==> src/rtl/sync_seq.sv <==
module sync_seq #(
  parameter int N_BUF     = 4,
  parameter int CNT_W     = 16,
  parameter int PRE_CYC   = 2,
  parameter int PULSE_CYC = 1,
  parameter int MIN_GAP   = 65
) (
  input  logic             clk,
  input  logic             rst_n,
  input  logic             sync_req,
  input  logic             rst_en,
  input  logic [CNT_W-1:0] gap_cycles,
  input  logic [N_BUF-1:0] buf_afull,
  input  logic             halt,
  output logic             shutter,
  output logic             t0_sync,
  output logic             chip_rst,
  output logic             busy,
  output logic             done
);
  typedef enum logic [1:0] {S_IDLE, S_CLOSE, S_PULSE, S_GAP} st_t;

  localparam logic [CNT_W-1:0] MinGap   = CNT_W'(MIN_GAP);
  localparam logic [CNT_W-1:0] PreLoad  = CNT_W'(PRE_CYC - 1);
  localparam logic [CNT_W-1:0] PulsLoad = CNT_W'(PULSE_CYC - 1);

  st_t              st;
  logic [CNT_W-1:0] cnt, gap_q;
  logic             rst_q, done_q;

  wire [CNT_W-1:0] gap_eff = (gap_cycles < MinGap) ? MinGap : gap_cycles;

  always_ff @(posedge clk) begin
    if (!rst_n) begin
      st     <= S_IDLE;
      cnt    <= '0;
      gap_q  <= '0;
      rst_q  <= 1'b0;
      done_q <= 1'b0;
    end else begin
      done_q <= 1'b0;
      case (st)
        S_IDLE:
          if (sync_req) begin
            st    <= S_CLOSE;
            cnt   <= PreLoad;
            gap_q <= gap_eff;
            rst_q <= rst_en;
          end
        S_CLOSE:
          if (cnt == '0) begin
            st  <= S_PULSE;
            cnt <= PulsLoad;
          end else cnt <= cnt - 1'b1;
        S_PULSE:
          if (cnt == '0) begin
            st  <= S_GAP;
            cnt <= gap_q - 1'b1;
          end else cnt <= cnt - 1'b1;
        S_GAP:
          if (cnt == '0) begin
            st     <= S_IDLE;
            done_q <= 1'b1;
          end else cnt <= cnt - 1'b1;
        default: st <= S_IDLE;
      endcase
    end
  end

  assign shutter  = (st == S_IDLE);
  assign t0_sync  = (st == S_PULSE);
  assign chip_rst = (st == S_CLOSE) && rst_q;
  assign done     = done_q;
  assign busy     = (|buf_afull) | halt;
endmodule

==> config.mk <==
export PLATFORM = sky130hd
export DESIGN_NAME = sync_seq
export DESIGN_NICKNAME = d
export VERILOG_FILES = /design/src/rtl/sync_seq.sv
export SDC_FILE = /design/constraint.sdc
export NUM_CORES = 1
export LEC_CHECK = 0
export CAP_MARGIN = 30
export CORE_ASPECT_RATIO = 0.7
export CORE_MARGIN = 3
export CORE_UTILIZATION = 63
export CTS_CLUSTER_DIAMETER = 150
export DETAILED_ROUTE_END_ITERATION = 10
export DONT_BUFFER_PORTS = 1
export PLACE_DENSITY_LB_ADDON = 0.15
export SYNTH_ARGS = -nofsm -noshare
export SYNTH_HDL_FRONTEND = slang
export SYNTH_SLANG_ARGS = --single-unit
==> constraint.sdc <==
create_clock -name clk -period 2.91 [get_ports clk]
set_clock_uncertainty 0.1 [all_clocks]
set_input_delay 0.582 -clock clk [delete_from_list [all_inputs] [get_ports clk]]
set_output_delay 0.582 -clock clk [all_outputs]
set_load 0.005 [all_outputs]
==> impl_metrics.ini <==
[grt]
antenna_found_initial = 0
grt_pass1_wl_mm = 8.83
grt_pass1_vias = 1879
track_usage = 0.256
grt_overflow = 0
grt_max_degree = 28

[critical_path]
r2r_cells = 9
cp_cell_sequence = inv_1 -> ha_1 -> nor3b_1 -> and4_1 -> a21oi_1 -> nor2b_1 -> buf_4 -> o21ai_0 -> o21ai_2
critical_path_required_ns = 2.99
critical_path_class = flip-flop to flip-flop
cp_top_family = compound AO/OA/AOI/OAI gates
crit_path_end_kind = flip-flop
crit_path_start_kind = flip-flop
cp_num_cells = 9
critPathMaxFanout = 7
critPathMaxStageDelay_ns = 0.44
crit_path_top_delay_cell = dfxtp_1
arrival_ns = 2.52
crit_buf_inv = 2

[timing]
setup_viol = 0
final_max_slew_viol_count = 0
rsz0062_at_grt = false
slew_headroom = 0.673
fin_ws_ns = 0.465
max_freq_mhz = 409
min_period_over_period = 0.840
hold_violations = 0
finalCriticalPeriod_ns = 2.45
setup_tns_ns = 0
tightest_slew_ns = 0.486

[floorplanning]
rows = 17
initial_utilization = 0.683
die_w_um = 77.2
core-area_mm2 = 0.00328
die_area_mm2 = 0.00431
io_pins = 30
chipHeight_um = 55.9

[cells_and_area]
layout_common_cells = 40 x nand2_1, 36 x dfxtp_1, 30 x nor2_1, 14 x a21oi_1
area_growth_pct = 8.22
fin_nets = 321
antennaDiodeCount = 0
drive_above_1_share = 0.0828
final_common_cell = nand2_1
n_fill_cell = 260

[hold_path]
holdCritPathClass = input pin to flip-flop
holdPathStages = 2

[synthesis]
synth.cell_area_mm2 = 0.00224
synthSimpleGateAreaFrac = 0.295
syn_inst = 287
yosysTopAreaCell = dfxtp_1
synth_nets = 319
synthTopCellsByArea = dfxtp_1 32%, nand2_1 6.7%, nor2_1 5.0%
yosysSeqAreaShare = 0.322
synth-main-ff-cell = dfxtp_1
synth.distinct_cells = 49
synth_top_area_share = 0.322
yosys.area_share.adder = 0.0391
synthXorXnorAreaFrac = 0.0548
async_reset_ff_frac = 0
yosys_warnings = 0
synth_mux_area_frac = 0
synth_top_family_by_area = simple AND/OR/NAND/NOR gates
synth_compound_area_frac = 0.251
synth_edf_count = 0
avgSynthCellArea_um2 = 7.79
ys_seq_elements = 36

[clock_network]
ctsResizeCount = 0
hold_buffers = 0
cts_made_buffers = 5
clk_path_buf_depth = 2
cts_setup_buffers = 0
clk_pin_slew_worst_paths_ns = 0.07
cts_root_buf = clkbuf_8
h-tree-depth = 2
cts_sinks = 36
cts_tree = built
clock_latency_ns = 0.29

[routing]
vias = 2073
drtIter0Drc = 348
wl_per_cell_um = 15.9
vias_per_cell = 6.15
dr.pass1.iters = 5
wl_mm = 5.35
drc = 0
antenna_left = 0

[placement]
place_congestion = 1.01
pre_cts_slack_ns = 0.573
port_buffers = 0
dp_hpwl_mm = 4.01

[outcome]
status = complete, no violations

[flow_run]
maxCapViolCount = 0

[pwr]
powerDensity_mw_per_mm2 = 1380
vdd_ir_drop_max_mv = 0.636
p_leak_uw = 0.000907
routing by layer:
metal	vias to the layer above	part of all wire	GRT usage
li1	1032	-	-
met1	915	0.47	0.365
met2	116	0.40	0.367
met3	10	0.11	0.0858
met4	0	0.013	0.0736
met5	-	0	0
cells by family after synthesis:
logic type | after synthesis
adder cells (fa/ha/maj) | 7
AO/OA/AOI/OAI | 82
AND/OR/NAND/NOR | 127
flip-flops | 36
buffers and inverters | 21
XOR/XNOR | 14
synth_stat cells (5+ instances only):
library cell	n
o21ai_0	12
a21boi_0	10
a22oi_1	5
a21oi_1	14
nor2b_1	9
inv_1	10
dfxtp_1	36
nand2_1	40
nor4_1	9
nand3_1	5
ha_1	7
nor2_1	30
clkbuf_1	7
xor2_1	5
nor3_1	11
xnor2_1	9
o21ai_1	12
final timing paths:
check / end / slack, ns / startpoint
hold reg to reg: rst_q / 0.39 / rst_q
hold / removal: gap_q[0] / 0.31 / gap_cycles[0]
setup / recovery: cnt[15] / 0.46 / cnt[0]
setup reg to reg: cnt[15] / 0.46 / cnt[0]
layout make-up:
cell class	instances	area, um2	share of cell area
Tap cell	47	58.8	0.0243
Inverter	10	37.5	0.0155
Multi-Input combinational cell	230	1430	0.592
Sequential cell	36	721	0.298
Timing Repair Buffer	6	45.0	0.0186
Clock inverter	1	30.0	0.0124
Clock buffer	7	96.3	0.0398
per-stage QoR:
step	cell area, um2	cells	util	power [uW]	hold WS, ns
finish	2420	337	0.739	3350	0.310
global route	2420	337	0.739	3620	0.314
CTS	2420	337	0.739	3310	0.308
detailed placement	2290	329	0.701	2810	0.380
global placement	2290	329	0.701	2800	0.353
floorplan	2240	287	-	2330	0.339
sequential cells by signal, summed over array words and instances (netlist names):
register  flops
cnt          16
gap_q        16
st            2
done          1
rst_q         1
power breakdown:
part	total, uW	internal, uW	leakage [uW]	switching, uW
sequential	765	615	0.000294	150
combinational	2100	815	0.000549	1290
clock	485	302	0.0000645	183
Note: power is estimated with default switching activity, not from simulation.
